## src/rtl/rlg_pkg.sv

```systemverilog
package rlg_pkg;

   // Ticks of continuous PWM-low needed to exceed half a lock window.
   function automatic int clr_ticks(input int lock_ticks);
      return lock_ticks / 2 + 1;
   endfunction

   function automatic int cnt_width(input int max_val);
      return (max_val < 2) ? 1 : $clog2(max_val + 1);
   endfunction

endpackage

```

## src/rtl/rlg_hall_track.sv

```systemverilog
// Remembers the present Hall code and the distinct code before it.
module rlg_hall_track #(
   parameter int HALL_W = 3
) (
   input  logic              clk,
   input  logic              rst_n,
   input  logic [HALL_W-1:0] hall_i,
   output logic              any_chg_o,
   output logic              progress_o
);
   logic [HALL_W-1:0] cur_q;
   logic [HALL_W-1:0] alt_q;
   logic              alt_vld_q;
   logic              back_step;

   always_comb begin
      any_chg_o  = (hall_i != cur_q);
      back_step  = alt_vld_q && (hall_i == alt_q);
      progress_o = any_chg_o && !back_step;
   end

   always_ff @(posedge clk or negedge rst_n) begin
      if (!rst_n) begin
         cur_q     <= '0;
         alt_q     <= '0;
         alt_vld_q <= 1'b0;
      end else if (any_chg_o) begin
         alt_q     <= cur_q;
         alt_vld_q <= 1'b1;
         cur_q     <= hall_i;
      end
   end
endmodule

```

## src/rtl/rlg_window.sv

```systemverilog
// Tick-counted lock window; expires only if PWM was seen high inside it.
module rlg_window #(
   parameter int LOCK_TICKS = 127
) (
   input  logic clk,
   input  logic rst_n,
   input  logic hold_i,
   input  logic restart_i,
   input  logic tick_i,
   input  logic pwm_i,
   output logic expire_o
);
   import rlg_pkg::*;
   localparam int CNT_W = cnt_width(LOCK_TICKS);
   localparam logic [CNT_W-1:0] LAST = CNT_W'(LOCK_TICKS - 1);

   logic [CNT_W-1:0] cnt_q;
   logic             seen_q;
   logic             at_end;

   always_comb begin
      at_end   = !hold_i && !restart_i && tick_i && (cnt_q == LAST);
      expire_o = at_end && (seen_q || pwm_i);
   end

   always_ff @(posedge clk or negedge rst_n) begin
      if (!rst_n) begin
         cnt_q  <= '0;
         seen_q <= 1'b0;
      end else if (hold_i) begin
         cnt_q  <= '0;
         seen_q <= 1'b0;
      end else if (restart_i || at_end) begin
         cnt_q  <= '0;
         seen_q <= pwm_i;
      end else begin
         if (tick_i) cnt_q <= cnt_q + 1'b1;
         seen_q <= seen_q || pwm_i;
      end
   end
endmodule

```

## src/rtl/rlg_pwm_clear.sv

```systemverilog
// Counts ticks of an unbroken PWM-low phase; level output once the limit is met.
module rlg_pwm_clear #(
   parameter int CLR_TICKS = 64
) (
   input  logic clk,
   input  logic rst_n,
   input  logic tick_i,
   input  logic pwm_i,
   output logic clr_o
);
   import rlg_pkg::*;
   localparam int CNT_W = cnt_width(CLR_TICKS);
   localparam logic [CNT_W-1:0] LIMIT = CNT_W'(CLR_TICKS);

   logic [CNT_W-1:0] low_cnt_q;

   assign clr_o = (low_cnt_q == LIMIT);

   always_ff @(posedge clk or negedge rst_n) begin
      if (!rst_n)                   low_cnt_q <= '0;
      else if (pwm_i)               low_cnt_q <= '0;
      else if (tick_i && !clr_o)    low_cnt_q <= low_cnt_q + 1'b1;
   end
endmodule

```

## src/rtl/rotor_lock_guard.sv

```systemverilog
module rotor_lock_guard #(
   parameter int HALL_W     = 3,
   parameter int LOCK_TICKS = 127,
   parameter bit OSC_CHECK  = 1'b1
) (
   input  logic              clk,
   input  logic              rst_n,
   input  logic              tick_i,
   input  logic [HALL_W-1:0] hall_i,
   input  logic              dir_i,
   input  logic              pwm_i,
   input  logic              brake_i,
   input  logic              det_en_i,
   output logic              lock_fault_o
);
   import rlg_pkg::*;
   localparam int CLR_TICKS = clr_ticks(LOCK_TICKS);

   initial begin
      if (LOCK_TICKS < 4) $error("LOCK_TICKS must be at least 4");
      if (HALL_W < 2)     $error("HALL_W must be at least 2");
   end

   logic any_chg, progress;
   logic hold, exp_stall, exp_osc, pwm_clr;
   logic dir_q, dir_edge, lock_hit, clear;
   logic fault_q;

   rlg_hall_track #(.HALL_W(HALL_W)) u_track (
      .clk(clk), .rst_n(rst_n), .hall_i(hall_i),
      .any_chg_o(any_chg), .progress_o(progress)
   );

   assign hold = brake_i || !det_en_i || fault_q;

   rlg_window #(.LOCK_TICKS(LOCK_TICKS)) u_stall (
      .clk(clk), .rst_n(rst_n), .hold_i(hold), .restart_i(any_chg),
      .tick_i(tick_i), .pwm_i(pwm_i), .expire_o(exp_stall)
   );

   generate
      if (OSC_CHECK) begin : g_osc
         rlg_window #(.LOCK_TICKS(LOCK_TICKS)) u_osc (
            .clk(clk), .rst_n(rst_n), .hold_i(hold), .restart_i(progress),
            .tick_i(tick_i), .pwm_i(pwm_i), .expire_o(exp_osc)
         );
      end else begin : g_no_osc
         assign exp_osc = 1'b0;
      end
   endgenerate

   rlg_pwm_clear #(.CLR_TICKS(CLR_TICKS)) u_pclr (
      .clk(clk), .rst_n(rst_n), .tick_i(tick_i), .pwm_i(pwm_i), .clr_o(pwm_clr)
   );

   always_ff @(posedge clk or negedge rst_n) begin
      if (!rst_n) dir_q <= 1'b0;
      else        dir_q <= dir_i;
   end

   always_comb begin
      dir_edge = (dir_i != dir_q);
      lock_hit = exp_stall || exp_osc;
      clear    = !det_en_i || dir_edge || pwm_clr;
   end

   always_ff @(posedge clk or negedge rst_n) begin
      if (!rst_n)        fault_q <= 1'b0;
      else if (clear)    fault_q <= 1'b0;
      else if (lock_hit) fault_q <= 1'b1;
   end

   assign lock_fault_o = fault_q;
endmodule

```

## config.mk

```make
export PLATFORM = sky130hd
export DESIGN_NAME = rotor_lock_guard
export DESIGN_NICKNAME = d
export VERILOG_FILES = /design/src/rtl/rlg_pkg.sv /design/src/rtl/rlg_hall_track.sv /design/src/rtl/rlg_window.sv /design/src/rtl/rlg_pwm_clear.sv /design/src/rtl/rotor_lock_guard.sv
export SDC_FILE = /design/constraint.sdc
export NUM_CORES = 1
export LEC_CHECK = 0
export BUFFER_PORTS_ARGS = -buffer_cell sky130_fd_sc_hd__buf_2
export CORE_MARGIN = 2
export CORE_UTILIZATION = 50
export DETAILED_ROUTE_END_ITERATION = 12
export PLACE_DENSITY_LB_ADDON = 0.12
export SLEW_MARGIN = 20
export SYNTH_ARGS = -nofsm -noshare
export SYNTH_HDL_FRONTEND = slang
export SYNTH_HIERARCHICAL = 1
export SYNTH_SLANG_ARGS = --single-unit
```

## constraint.sdc

```tcl
create_clock -name clk -period 1.71 [get_ports clk]
set_input_delay 0.0855 -clock clk [delete_from_list [all_inputs] [get_ports clk]]
set_output_delay 0.0855 -clock clk [all_outputs]
set_load 0.005 [all_outputs]
```

==> results.md, run 1 <==
- Crit Path Class: input pin to flop
- Avg Inst Size Synth: roughly 9.9 sq um
- Std cell rows: 21
- P&R area growth vs syn: 24.0%
- Most frequent CP cell: nor3_2
- Clk slew on worst S/H paths: about 0.10 ns
- R2R cell count: 8
- Worst Skew: 0.00508 ns
- Asr flop ratio synth: between 90% and 100%
- Gp weighted congestion: 0.806
- Final setup violation count: 4
- Register Area: around 800 sq um
- Die area: a little under 4000 sq um
- Setup ws final: -0.0425 ns
- Drt first pass iters: 4
- Initial core utilization: about 52%
- Largest net degree at the start of global routing: 33
- Yosys reg bits: 32
- Sequential share of the synthesized area: between 40% and 50%
- Failing checks: setup timing
- Pins Over Slew Limit: 0
- PD cells: just over 700 nW/um^2
- Clock latency on the worst-skew pair: approximately 0.35 ns
- Fin nets: approximately 220
- Ys flop type: dfrtp_1
- Met1 GRT Util: ~22%
- Distinct cells, synth: 35
- Final ANT Viol Nets: 0
- Die Ht: approximately 63 microns
- GR met3 Demand/Resource: 4.86%
- Syn nets: between 150 and 200
- Filler cell count in the final layout: roughly 280
- Startpoint types: input pin
- CP arrival: between 2 and 2.5 ns
- Clock period minus worst slack: ~1.8 ns
- Global-route wire length before repair: roughly 6100 microns
- Post-Layout Cell Count: 254
- Ys Warns: 6
- Placed Instances: roughly 240
- CP max stage delay: roughly 0.53 ns
- CTS Buffer Depth: 2
- Synthesized cell area: around 1700 sq um
- FF-to-FF Start: u_track/cur_q[0]$_DFFE_PN0P_
- Routed length per placed instance: 14.5 microns
- Tightest Hold Check Type: input pin to flop
- Period utilisation layout: 102%
- R2R Path End: lock_fault_o$_DFFE_PN0P_
- Multi-input logic area: 971 sq um
- Crit path to: lock_fault_o$_DFFE_PN0P_
- Overall Global Routing Usage: about a fifth
- Max stage delay cell, worst path: dlygate4sd3_1
- Crit. path cell count: 10
- Fin util: between 60% and 70%
- I/O pin total: 11
- Final wirelength: 3680 microns
- CP Capture Type: flop
- Synthesized instance count: ~180
- Routed vias: approximately 1.4k
- TritonCTS clock tree: yes
- Peak supply drop: approximately 0.54 mV
- Total grt overflow: 0
- Post-synth EDFFs: 0
- Die width: between 60 and 70 microns
- Core ar.: 3340 sq um
- Worst path cell trace: dlygate4sd3_1 > buf_2 > xor2_2 > nor3_4 > inv_2 > nor2_2 > o21ai_1 > nor3_2 > nor3_2 > nor4b_2
- Vias/cell: about 5.5
- Worst-path maximum fanout: 3
- RSZ-0062 raised after global routing: yes
- R2R Setup Slk: -0.02 ns
- Crit-path leading delay family: simple AND/OR/NAND/NOR gates
- Maxcap violations: 0
- CTS HTree Levels: 2
- CTS Root Cell: clkbuf_4
- Clk sinks: 32
- DR DRC count: 0
- Hold Fails Final Rpt: 0
- Initial antenna violation count: 0
- Met2 usage in global routing: between 30% and 40%
- Relative slew slack: between 50% and 60%
- Static Leakage: around 0.85 nW
- I/O Buffers: 10
- Crit path buffers/inverters: 3
- N_diodes: 0
- Num CTS Buffers: 5
- Number of global-route vias before repair: about 1.4k
- Critical path startpoint: hall_i[0]
- First DRT Iteration DRCs: 67
- Required @ worst endpoint: between 1.5 and 2 ns
- Status: finished with violations
- HPWL Detailed: ~2400 microns
- Worst-Margin Slew: 0.729 ns
- Busiest grt layer: met2
- Share of layout cells above drive strength 1: between 20% and 30%
- Peak Freq: between 0.5 and 0.6 GHz
-- flip-flops by register name, summed over array words and instances, names as in the netlist --
| signal | count |
|---|---|
| lock_fault_o | 1 |
| u_stall/seen_q | 1 |
| dir_q | 1 |
| u_stall/cnt_q | 7 |
| u_track/cur_q | 3 |
| g_osc.u_osc/seen_q | 1 |
| g_osc.u_osc/cnt_q | 7 |
| u_track/alt_vld_q | 1 |
| u_track/alt_q | 3 |
| u_pclr/low_cnt_q | 7 |
-- Yosys cell counts (2+ instances only) --
cell	instances	area, sq um
nand2b_1	5	31.3
o31ai_1	2	15.0
nand4_1	6	37.5
nand3_1	4	20.0
or2_2	2	12.5
o211ai_1	4	30.0
a21oi_1	13	65.1
dfrtp_1	32	801
nor2_1	11	41.3
or3_1	6	37.5
xor2_1	10	87.6
xnor2_1	3	26.3
ha_1	6	75.1
mux2i_1	2	20.0
mux2_2	4	45.0
o21ai_0	12	60.1
inv_1	9	33.8
clkbuf_1	5	18.8
or4_1	3	22.5
nand3_2	2	20.0
nand2_1	8	30.0
nor2b_1	5	31.3
nor3_1	8	40.0
nand4b_1	2	17.5
-- worst min path at each step --
stage          startpoint                           end  cells past startpoint
2_1_floorplan       rst_n               dir_q$_DFF_PN0_                      0
3_5_place_dp        rst_n  u_stall/cnt_q[4]$_DFFE_PN0P_                      1
5_1_grt          det_en_i      lock_fault_o$_DFFE_PN0P_                      2
4_1_cts          det_en_i      lock_fault_o$_DFFE_PN0P_                      2
6_report         det_en_i      lock_fault_o$_DFFE_PN0P_                      2
3_3_place_gp        rst_n  u_stall/cnt_q[6]$_DFFE_PN0P_                      1
-- final cells by class --
class | instances | area share, %
Clock buffer | 5 | 1.74
Timing Repair Buffer | 30 | 9.87
Clock inverter | 3 | 1.97
Inverter | 9 | 1.57
Tap cell | 46 | 2.67
Multi-Input combinational cell | 129 | 45.0
Sequential cell | 32 | 37.1
-- routing by layer --
metal  share of wire [%]  routed length [microns]  vias up
li1                    -                        -      688
met1                  44                     1610      688
met2                  51                     1890       14
met3                 3.0                      110        7
met4                 1.9                       70        0
met5                   0                        0        -
-- metrics by stage --
step | area (sq um) | worst slack [ns] | power [mW] | setup TNS, ns | hold WS, ns
2_1_floorplan | 1740 | 0.00295 | 0.885 | 0 | -0.210
3_3_place_gp | 1900 | 0.00956 | 0.947 | 0 | 0.176
3_5_place_dp | 1900 | -0.0473 | 0.953 | -0.0893 | 0.181
4_1_cts | 2070 | -0.0182 | 1.56 | -0.0182 | 0.00307
5_1_grt | 2160 | -0.170 | 1.63 | -0.464 | 0.00920
6_report | 2160 | -0.0425 | 1.56 | -0.0839 | 0.0176
-- layout by cell type, fill, tap and decap left out, types with 6 or more instances in the layout --
cell,instances
a21oi_1,11
buf_2,10
buf_4,15
dfrtp_1,32
ha_1,6
inv_1,8
nand2_1,8
nand4_1,6
nor2_1,9
o21ai_0,9
or3_1,6
xor2_1,7
-- report_power, final --
part / switching (mW) / internal (mW) / total [mW]
combinational: 0.0983 / 0.0861 / 0.184
sequential: 0.0165 / 0.775 / 0.792
clock: 0.276 / 0.304 / 0.581
-- cells by family after synthesis --
group | count (synthesis) | synth area share [%]
adders and majority gates | 6 | 4.32
AOI/OAI and AO/OA | 34 | 11.4
buffers and inverters | 14 | 3.02
muxes | 6 | 3.74
xor gates and xnor gates | 13 | 6.55
and+or+nand+nor | 70 | 25.0
DFF | 32 | 46.0
-- repair_timing --
action,4_1_cts,5_1_grt
pin swaps,5,12
hold endpoints to repair,36,0
resized for setup,5,16
hold buffers,5,0
buffers inserted,2,3
cloned,0,0
endpoints found under the setup margin,2,7
Power figures use the tool's default switching activity.
==> run 2, diff against run 1 <==
--- a/config.mk
+++ b/config.mk
@@ -5,11 +5,13 @@
 export SDC_FILE = /design/constraint.sdc
 export NUM_CORES = 1
 export LEC_CHECK = 0
+export ABC_AREA = 1
 export BUFFER_PORTS_ARGS = -buffer_cell sky130_fd_sc_hd__buf_2
 export CORE_MARGIN = 2
 export CORE_UTILIZATION = 50
 export DETAILED_ROUTE_END_ITERATION = 12
 export PLACE_DENSITY_LB_ADDON = 0.12
+export SKIP_LAST_GASP = 1
 export SLEW_MARGIN = 20
 export SYNTH_ARGS = -nofsm -noshare
 export SYNTH_HDL_FRONTEND = slang
==> run 2 against run 1 <==
  * The flow now finishes without violations
  * Core utilization fell by 3.2 points
  * Wire length fell by 0.73%
  * Register-to-register slack gained 0.13 ns
==> results.md, run 2 <==
- Status: finished clean
- Area contributors post-synth: dfrtp_1 (40%), nand2_1 (16%), inv_1 (8.8%), nor2_1 (6.4%), nand3_1 (5.5%)
- Period utilisation layout: 93.3% (-9.1 points)
- Asr flop ratio synth: 100% (unchanged)
- Clock period minus worst slack: 1.60 ns (-0.156 ns)
- Routed length per placed instance: 10.5 microns (-28%)
- GR met3 Demand/Resource: 4.33% (-0.53 points)
- Num CTS Buffers: 5 (unchanged)
- Syn nets: 296 (+55%)
- Synthesized instance count: 280 (+60%)
- Gp weighted congestion: 0.778 (-3.5%)
- CP arrival: 1.81 ns (-0.21 ns)
- Total grt overflow: 0 (unchanged)
- Worst Skew: 0.00700 ns (+0.00192 ns)
- CTS Root Cell: clkbuf_8
- Place WS: 0.0654 ns (+0.113 ns)
- Clk sinks: 32 (unchanged)
- Largest area contributor in the synthesized netlist: dfrtp_1
- Commonest cells after routing, fill and taps aside: nand2_1 (81), inv_1 (45), dfrtp_1 (32)
- Crit-path leading delay family: simple AND/OR/NAND/NOR gates
- Tot Pwr: 1.66 mW (+6.7%)
- Filler cell count in the final layout: 348 (+23%)
- Met2 usage in global routing: 30.8% (-3.8 points)
- Yosys reg bits: 32 (unchanged)
- Peak Freq: 0.627 GHz (+9.8%)
- Tightest Hold Check Type: input pin to flop
- Final ANT Viol Nets: 0 (unchanged)
- Simple-gate share of the synthesized area: 38.7% (+14 points)
- Sequential share of the synthesized area: 40.1% (-5.9 points)
- Worst hold path startpoint: det_en_i
- Clock latency on the worst-skew pair: 0.27 ns (-0.08 ns)
- Count leader, synth: nand2_1
- Core ar.: 3740 sq um (+12%)
- Worst path cell trace: xnor2_4 > inv_2 > nor2_4 > nor2_2 > nor2_4 > nand3_2 > nor2_1 > nor2_1 > nand2_1 > nand2_1 > nor2_1
- R2R Setup Slk: 0.11 ns (+0.13 ns)
- Met1 GRT Util: 24.9% (+2.4 points)
- Setup TNS: 0 ns (+0.0839 ns)
- CTS Buffer Depth: 2 (unchanged)
- Ys Warns: 6 (unchanged)
- Avg Inst Size Synth: 7.13 sq um (-28%)
- Std cell rows: 22 (+4.8%)
- DR DRC count: 0 (unchanged)
- Worst-path maximum fanout: 5 (+2)
- Max stage delay cell, worst path: dfrtp_1
- Peak supply drop: 0.529 mV (-2.5%)
- Fraction of the mapped netlist area in adder cells: 3.76% (-0.55 points)
- Leading cell type in the layout, fill and taps excluded: nand2_1
- Crit path buffers/inverters: 1 (-2)
- First DRT Iteration DRCs: 109 (+63%)
- Most frequent CP cell: nor2_1
- Final wirelength: 3650 microns (-0.73%)
- Drt first pass iters: 4 (unchanged)
- Setup ws final: 0.114 ns (+0.156 ns)
- Final setup violation count: 0 (-4)
- Vias/cell: 4.87 (-11%)
- P&R area growth vs syn: 15.1%
- N_diodes: 0 (unchanged)
- Hold Fails Final Rpt: 0 (unchanged)
- Global-route wire length before repair: 6530 microns (+6.3%)
- Die width: 67.2 microns (+6.7%)
- Post-synthesis xor/xnor area fraction: 2.57% (-4.0 points)
- Number of global-route vias before repair: 1608 (+12%)
- Fin nets: 316 (+42%)
- Relative slew slack: 52.6% (+1.2 points)
- Die Ht: 67.2 microns (+6.7%)
- CP Capture Type: flop
- HPWL Detailed: 2560 microns (+6.4%)
- I/O pin total: 11 (unchanged)
- Initial core utilization: 53.3% (+1.2 points)
- Top cell type's share of synthesized area: 40.1% (-5.9 points)
- PD cells: 723 nW/um^2 (+0.16%)
- Routed vias: 1700 (+22%)
- Synthesized cell area: 2000 sq um (+15%)
- Post-synthesis mux area share: 0% (-3.7 points)
- Required @ worst endpoint: 1.92 ns (-0.05 ns)
- CTS HTree Levels: 2 (unchanged)
- Pins Over Slew Limit: 0 (unchanged)
- Clk slew on worst S/H paths: 0.07 ns (-0.03 ns)
- TritonCTS clock tree: yes
- Top flop regs: g_osc.u_osc/cnt_q x7, u_pclr/low_cnt_q x7, u_stall/cnt_q x7
- Hold Path Sink: lock_fault_o$_DFFE_PN0P_
- CP max stage delay: 0.44 ns (-0.09 ns)
- Static Leakage: 1.17 nW (+38%)
- Initial antenna violation count: 0 (unchanged)
- Share of layout cells above drive strength 1: 17.6% (-11 points)
- Largest net degree at the start of global routing: 33 (unchanged)
- Hold path cells: 5 (+3)
- Crit Path Class: flop to flop
- R2R cell count: 11 (+3)
- Maxcap violations: 0 (unchanged)
- Overall Global Routing Usage: 19.0% (-0.76 points)
- Compound-Gate Fraction of Synth Area: 4.14% (-7.2 points)
- I/O Buffers: 10 (unchanged)
- Distinct cells, synth: 25 (-29%)
- FF-to-FF Start: u_track/cur_q[0]$_DFFE_PN0P_
- Largest family of logic cells by synthesized area: simple AND/OR/NAND/NOR gates
- Synth top cells by count: nand2_1 (85), inv_1 (47), nor2_1 (34), dfrtp_1 (32), nand3_1 (22)
- Post-synth EDFFs: 0 (unchanged)
- Startpoint types: flop
- Worst-Margin Slew: 0.711 ns (-0.0181 ns)
- R2R Path End: lock_fault_o$_DFFE_PN0P_
- Busiest grt layer: met2
- Die area: 4510 sq um (+14%)
- Ys flop type: dfrtp_1
==> run 2: changes by cell type in the layout (fill, tap and decap cells not counted), sizes merged, moves of 6 or more <==
cell,delta
nor2,+31
nor3,-8
inv,+38
or3,-6
o21ai,-8
xor2,-7
nand3,+18
nand2,+83
buf,-13
==> run 2: worst max-delay path by stage <==
stage,from,endpoint,slack [ns],cells after the start
2_1_floorplan,u_track/cur_q[0]$_DFFE_PN0P_,g_osc.u_osc/cnt_q[2]$_DFFE_PN0P_,0.23,9
3_3_place_gp,u_track/cur_q[0]$_DFFE_PN0P_,g_osc.u_osc/cnt_q[2]$_DFFE_PN0P_,0.15,9
3_5_place_dp,u_track/cur_q[1]$_DFFE_PN0P_,g_osc.u_osc/cnt_q[2]$_DFFE_PN0P_,0.07,11
4_1_cts,hall_i[0],g_osc.u_osc/cnt_q[2]$_DFFE_PN0P_,0.01,11
5_1_grt,u_track/cur_q[0]$_DFFE_PN0P_,lock_fault_o$_DFFE_PN0P_,-0.03,11
6_report,u_track/cur_q[0]$_DFFE_PN0P_,lock_fault_o$_DFFE_PN0P_,0.11,11
==> run 2: repair_timing <==
item,CTS,global route
hold buffers,5,0
endpoints found under the hold margin,36,0
gates resized for setup,0,15
setup endpoints to repair,0,14
buffers inserted,0,3
==> run 2: metal layers <==
layer  wire [microns]  share of wire (%)  vias to the layer above
li1                 -                  -                      900
met1             1790                 49                      760
met2             1690                 46                       36
met3              150                4.1                        4
met4               25               0.68                        0
met5                0                  0                        -
==> run 2: through the flow <==
step                      util (%)  hold WS, ns  area [sq um]  std cells
after global placement        55.6        0.193          2080        334
final                         61.4        0.119          2300        349
after global routing          61.4        0.117          2300        349
after CTS                     59.5        0.113          2230        347
after floorplan                  -       -0.210          2000        280
after detailed placement      55.6        0.187          2080        334
==> run 2: area by class of cell <==
cell class              instances  area [sq um]  share of cell area (%)
well taps                      48          60.1                    2.61
multi-input cells             194          1030                    45.0
flip-flops and latches         32           801                    34.9
clock buffers                   6          82.6                    3.59
clock inverters                 2          10.0                   0.436
repair buffers                 17           120                    5.23
inverters                      50           190                    8.28
==> run 2: logic make-up (layout without fill, tap and decap cells) <==
logic type | Yosys count | after routing
AND/OR/NAND/NOR | 169 | 169
flip-flops | 32 | 32
XOR/XNOR | 5 | 5
adder cells (fa/ha/maj) | 6 | 6
buffers and inverters | 54 | 75
AO/OA/AOI/OAI | 14 | 14
==> run 2: worst register-to-register path, delay by kind of cell (launching register included) <==
| family | cells | cell delay [ns] |
|---|---|---|
| XOR/XNOR | 1 | 0.21 |
| buffers and inverters | 1 | 0.07 |
| flip-flops | 1 | 0.44 |
| AND/OR/NAND/NOR | 9 | 0.82 |
==> run 2: report_power, final <==
| part | switching, mW | internal, mW | leakage [nW] |
|---|---|---|---|
| clock | 0.278 | 0.321 | 0.0510 |
| sequential | 0.0305 | 0.796 | 0.422 |
| combinational | 0.148 | 0.0871 | 0.696 |
| total | 0.457 | 1.20 | 1.17 |
==> run 3, diff against run 2 <==
--- a/config.mk
+++ b/config.mk
@@ -12,8 +12,7 @@
 export DETAILED_ROUTE_END_ITERATION = 12
 export PLACE_DENSITY_LB_ADDON = 0.12
 export SKIP_LAST_GASP = 1
-export SLEW_MARGIN = 20
+export SLEW_MARGIN = 30
 export SYNTH_ARGS = -nofsm -noshare
 export SYNTH_HDL_FRONTEND = slang
-export SYNTH_HIERARCHICAL = 1
 export SYNTH_SLANG_ARGS = --single-unit
==> run 3 against run 2 <==
  * Wire length down 3.1%
  * Via count down 9.1%
  * Sequential share of layout area up 2.7 points
  * Largest power group unchanged
  * Count of clock-buffer cells in the layout up 2
  * Fmax up 1.7%
  * Critical endpoint is now g_osc.u_osc.cnt_q[1]$_DFFE_PN0P_
  * Critical path depth down 1
  * Synthesized cell count down 11%
==> results.md, run 3 <==
- Status: finished clean
- Sequential share of the synthesized area: 42.7% (+2.5 points)
- Clk sinks: 32 (unchanged)
- CP Capture Type: flop
- Count leader, synth: nand2_1
- Multi-input logic area: 921 sq um (-11%)
- Die Ht: 65.3 microns (-2.8%)
- Vias/cell: 4.89 (+0.37%)
- DR DRC count: 0 (unchanged)
- Die area: 4260 sq um (-5.6%)
- I/O Buffers: 10 (unchanged)
- Die width: 65.3 microns (-2.8%)
- Switch share: 25.2% (-2.3 points)
- Overall Global Routing Usage: 19.3% (+0.35 points)
- Worst Skew: 0.00552 ns (-0.00148 ns)
- Initial antenna violation count: 0 (unchanged)
- Syn nets: 265 (-10%)
- Register Area: 801 sq um (unchanged)
- Filler cell count in the final layout: 345 (-0.86%)
- I/O pin total: 11 (unchanged)
- Core ar.: 3630 sq um (-2.9%)
- CP arrival: 1.73 ns (-0.08 ns)
- Clock Power Share: 38.8% (+2.7 points)
- Global-route wire length before repair: 6270 microns (-3.9%)
- Clock latency on the worst-skew pair: 0.28 ns (about the same)
- Sequential share of power: 50.9% (+1.1 points)
- Required @ worst endpoint: 1.87 ns (-0.05 ns)
- Peak supply drop: 0.481 mV (-9.1%)
- Total grt overflow: 0 (unchanged)
- Share of layout cells above drive strength 1: 11.6% (-6.0 points)
- Top flop regs: g_osc.u_osc.cnt_q x7, u_pclr.low_cnt_q x7, u_stall.cnt_q x7
- Final ANT Viol Nets: 0 (unchanged)
- HPWL Detailed: 2410 microns (-5.9%)
- Int Pwr: 1.16 mW (-3.9%)
- Net Sw Power: 0.391 mW (-14%)
- Ys Warns: 0 (-6)
- Period utilisation layout: 91.8% (-1.5 points)
- Relative slew slack: 50.8% (-1.8 points)
- Final wirelength: 3540 microns (-3.1%)
- Area contributors post-synth: dfrtp_1 (43%), nand2_1 (13%), inv_1 (7.2%), o21ai_0 (5.6%), ha_1 (4.0%)
- Clock period minus worst slack: 1.57 ns (-0.0263 ns)
- Worst-path maximum fanout: 10 (+5)
- CTS Root Cell: clkbuf_8
- Gp weighted congestion: 0.830 (+6.7%)
- Drt first pass iters: 4 (unchanged)
- Synth top cells by count: nand2_1 (67), inv_1 (36), dfrtp_1 (32), o21ai_0 (21), nor2_1 (20)
- Worst-Margin Slew: 0.737 ns (+0.0267 ns)
- Startpoint types: input pin
- TritonCTS clock tree: yes
- Maxcap violations: 0 (unchanged)
- Combinational power share: 10.2% (-4.0 points)
- CTS Buffer Depth: 2 (unchanged)
- Leading cell type in the layout, fill and taps excluded: nand2_1
- Synthesized instance count: 249 (-11%)
- CTS HTree Levels: 2 (unchanged)
- Pins Over Slew Limit: 0 (unchanged)
- Distinct cells, synth: 28 (+12%)
- Clk slew on worst S/H paths: 0.07 ns (about the same)
- Asr flop ratio synth: 100% (unchanged)
- Initial core utilization: 51.7% (-1.7 points)
- Hold Fails Final Rpt: 0 (unchanged)
- Yosys reg bits: 32 (unchanged)
- Tot Pwr: 1.55 mW (-6.8%)
- N_diodes: 0 (unchanged)
- Crit Path Class: input pin to flop
- Fin nets: 283 (-10%)
- Total setup buffers inserted after CTS: 0 (unchanged)
- Final setup violation count: 0 (unchanged)
- Tightest Hold Check Type: input pin to flop
- Static Leakage: 1.04 nW (-11%)
- Routed length per placed instance: 11.2 microns (+7.0%)
- Ys flop type: dfrtp_1
- Commonest cells after routing, fill and taps aside: nand2_1 (67), inv_1 (36), dfrtp_1 (32)
- P&R area growth vs syn: 13.5%
- Synthesized cell area: 1880 sq um (-6.0%)
- First DRT Iteration DRCs: 71 (-35%)
- Std cell rows: 22 (unchanged)
- Peak Freq: 0.637 GHz (+1.7%)
- Top cell type's share of synthesized area: 42.7% (+2.5 points)
- Routed vias: 1545 (-9.1%)
- RSZ-0062 raised after global routing: yes
- Post-synth EDFFs: 0 (unchanged)
- Largest net degree at the start of global routing: 33 (unchanged)
- Num CTS Buffers: 5 (unchanged)
- PD cells: 727 nW/um^2 (+0.56%)
- Largest area contributor in the synthesized netlist: dfrtp_1
- Number of global-route vias before repair: 1459 (-9.3%)
- Avg Inst Size Synth: 7.54 sq um (+5.8%)
- Final hold slack: 0.0557 ns (-0.0628 ns)
## run 3: cell count changes after synthesis, moves of 4 or more
cell and delta:
nor2_1 -14, nand2_1 -18, nor3_1 +5, nor2_4 -5, nand2_2 -4, nand3_1 -10, o21ai_0 +19, inv_1 -11
## run 3: per-layer routing
layer / vias up / routed length [microns] / GRT usage [%]
met4: 0 / 67 / 8.59
met3: 5 / 83 / 5.14
met5: - / 0 / 0
li1: 824 / - / -
met2: 15 / 1560 / 30.1
met1: 701 / 1820 / 25.2
## run 3: cells by family (layout without fill, tap and decap cells)
logic type	after synthesis	count (layout)	share of synthesized area [%]
XOR/XNOR	8	8	4.13
adder cells (fa/ha/maj)	6	6	4.00
AO/OA/AOI/OAI	32	32	8.53
flip-flops	32	32	42.7
buffers and inverters	45	63	9.53
AND/OR/NAND/NOR	126	127	31.1
## run 3: worst paths after layout
path | start | endpoint | slack, ns | cells past startpoint
max in group asynchronous | rst_n | u_pclr.low_cnt_q[2]$_DFFE_PN0P_ | 0.84 | 2
worst max register to register | lock_fault_o$_DFFE_PN0P_ | u_stall.cnt_q[4]$_DFFE_PN0P_ | 0.16 | 5
worst max-delay path | hall_i[1] | g_osc.u_osc.cnt_q[1]$_DFFE_PN0P_ | 0.14 | 10
worst min-delay path | det_en_i | lock_fault_o$_DFFE_PN0P_ | 0.06 | 3
min in group asynchronous | rst_n | g_osc.u_osc.cnt_q[4]$_DFFE_PN0P_ | 0.40 | 2
worst min register to register | u_track.alt_vld_q$_DFFE_PN0P_ | u_track.alt_vld_q$_DFFE_PN0P_ | 0.47 | 1
## run 3: timing repair
item / CTS / global route
endpoints found under the hold margin: 36 / 0
setup endpoints to repair: 0 / 14
resized for setup: 0 / 4
hold buffers: 5 / 0
## run 3: per-stage QoR
step                      worst slack, ns  utilization (%)  TNS [ns]  std cells  cell area, sq um
after detailed placement            0.143             54.1         0        302              1970
after floorplan                     0.361                -         0        249              1880
after global placement              0.140             54.1         0        302              1970
after CTS                          0.0474             58.0         0        315              2110
final                               0.140             58.6         0        316              2130
after global routing              -0.0316             58.6   -0.0408        316              2130
## run 3: area by class of cell
| cell class | instances | area share, % |
|---|---|---|
| multi-input cells | 173 | 43.2 |
| flip-flops and latches | 32 | 37.6 |
| inverters | 38 | 6.70 |
| repair buffers | 17 | 5.41 |
| clock buffers | 8 | 4.23 |
| well taps | 48 | 2.82 |
## run 3: power groups by stage
stage | sequential, mW | clock, mW | combinational (mW)
floorplan | 0.799 | 0 | 0.0976
detailed placement | 0.802 | 0 | 0.147
CTS | 0.789 | 0.619 | 0.156
finish | 0.789 | 0.602 | 0.159
global route | 0.790 | 0.651 | 0.183
global placement | 0.802 | 0 | 0.146
## run 3: worst max-delay path, stage by stage
cell and delay, ns:
dlygate4sd3_1 0.53, buf_2 0.14, inv_1 0.07, nand2_1 0.05
nand2_1 0.11, nand3_4 0.15, nand2_4 0.17, nand2_2 0.11
nor2_4 0.18, o21ai_0 0.12
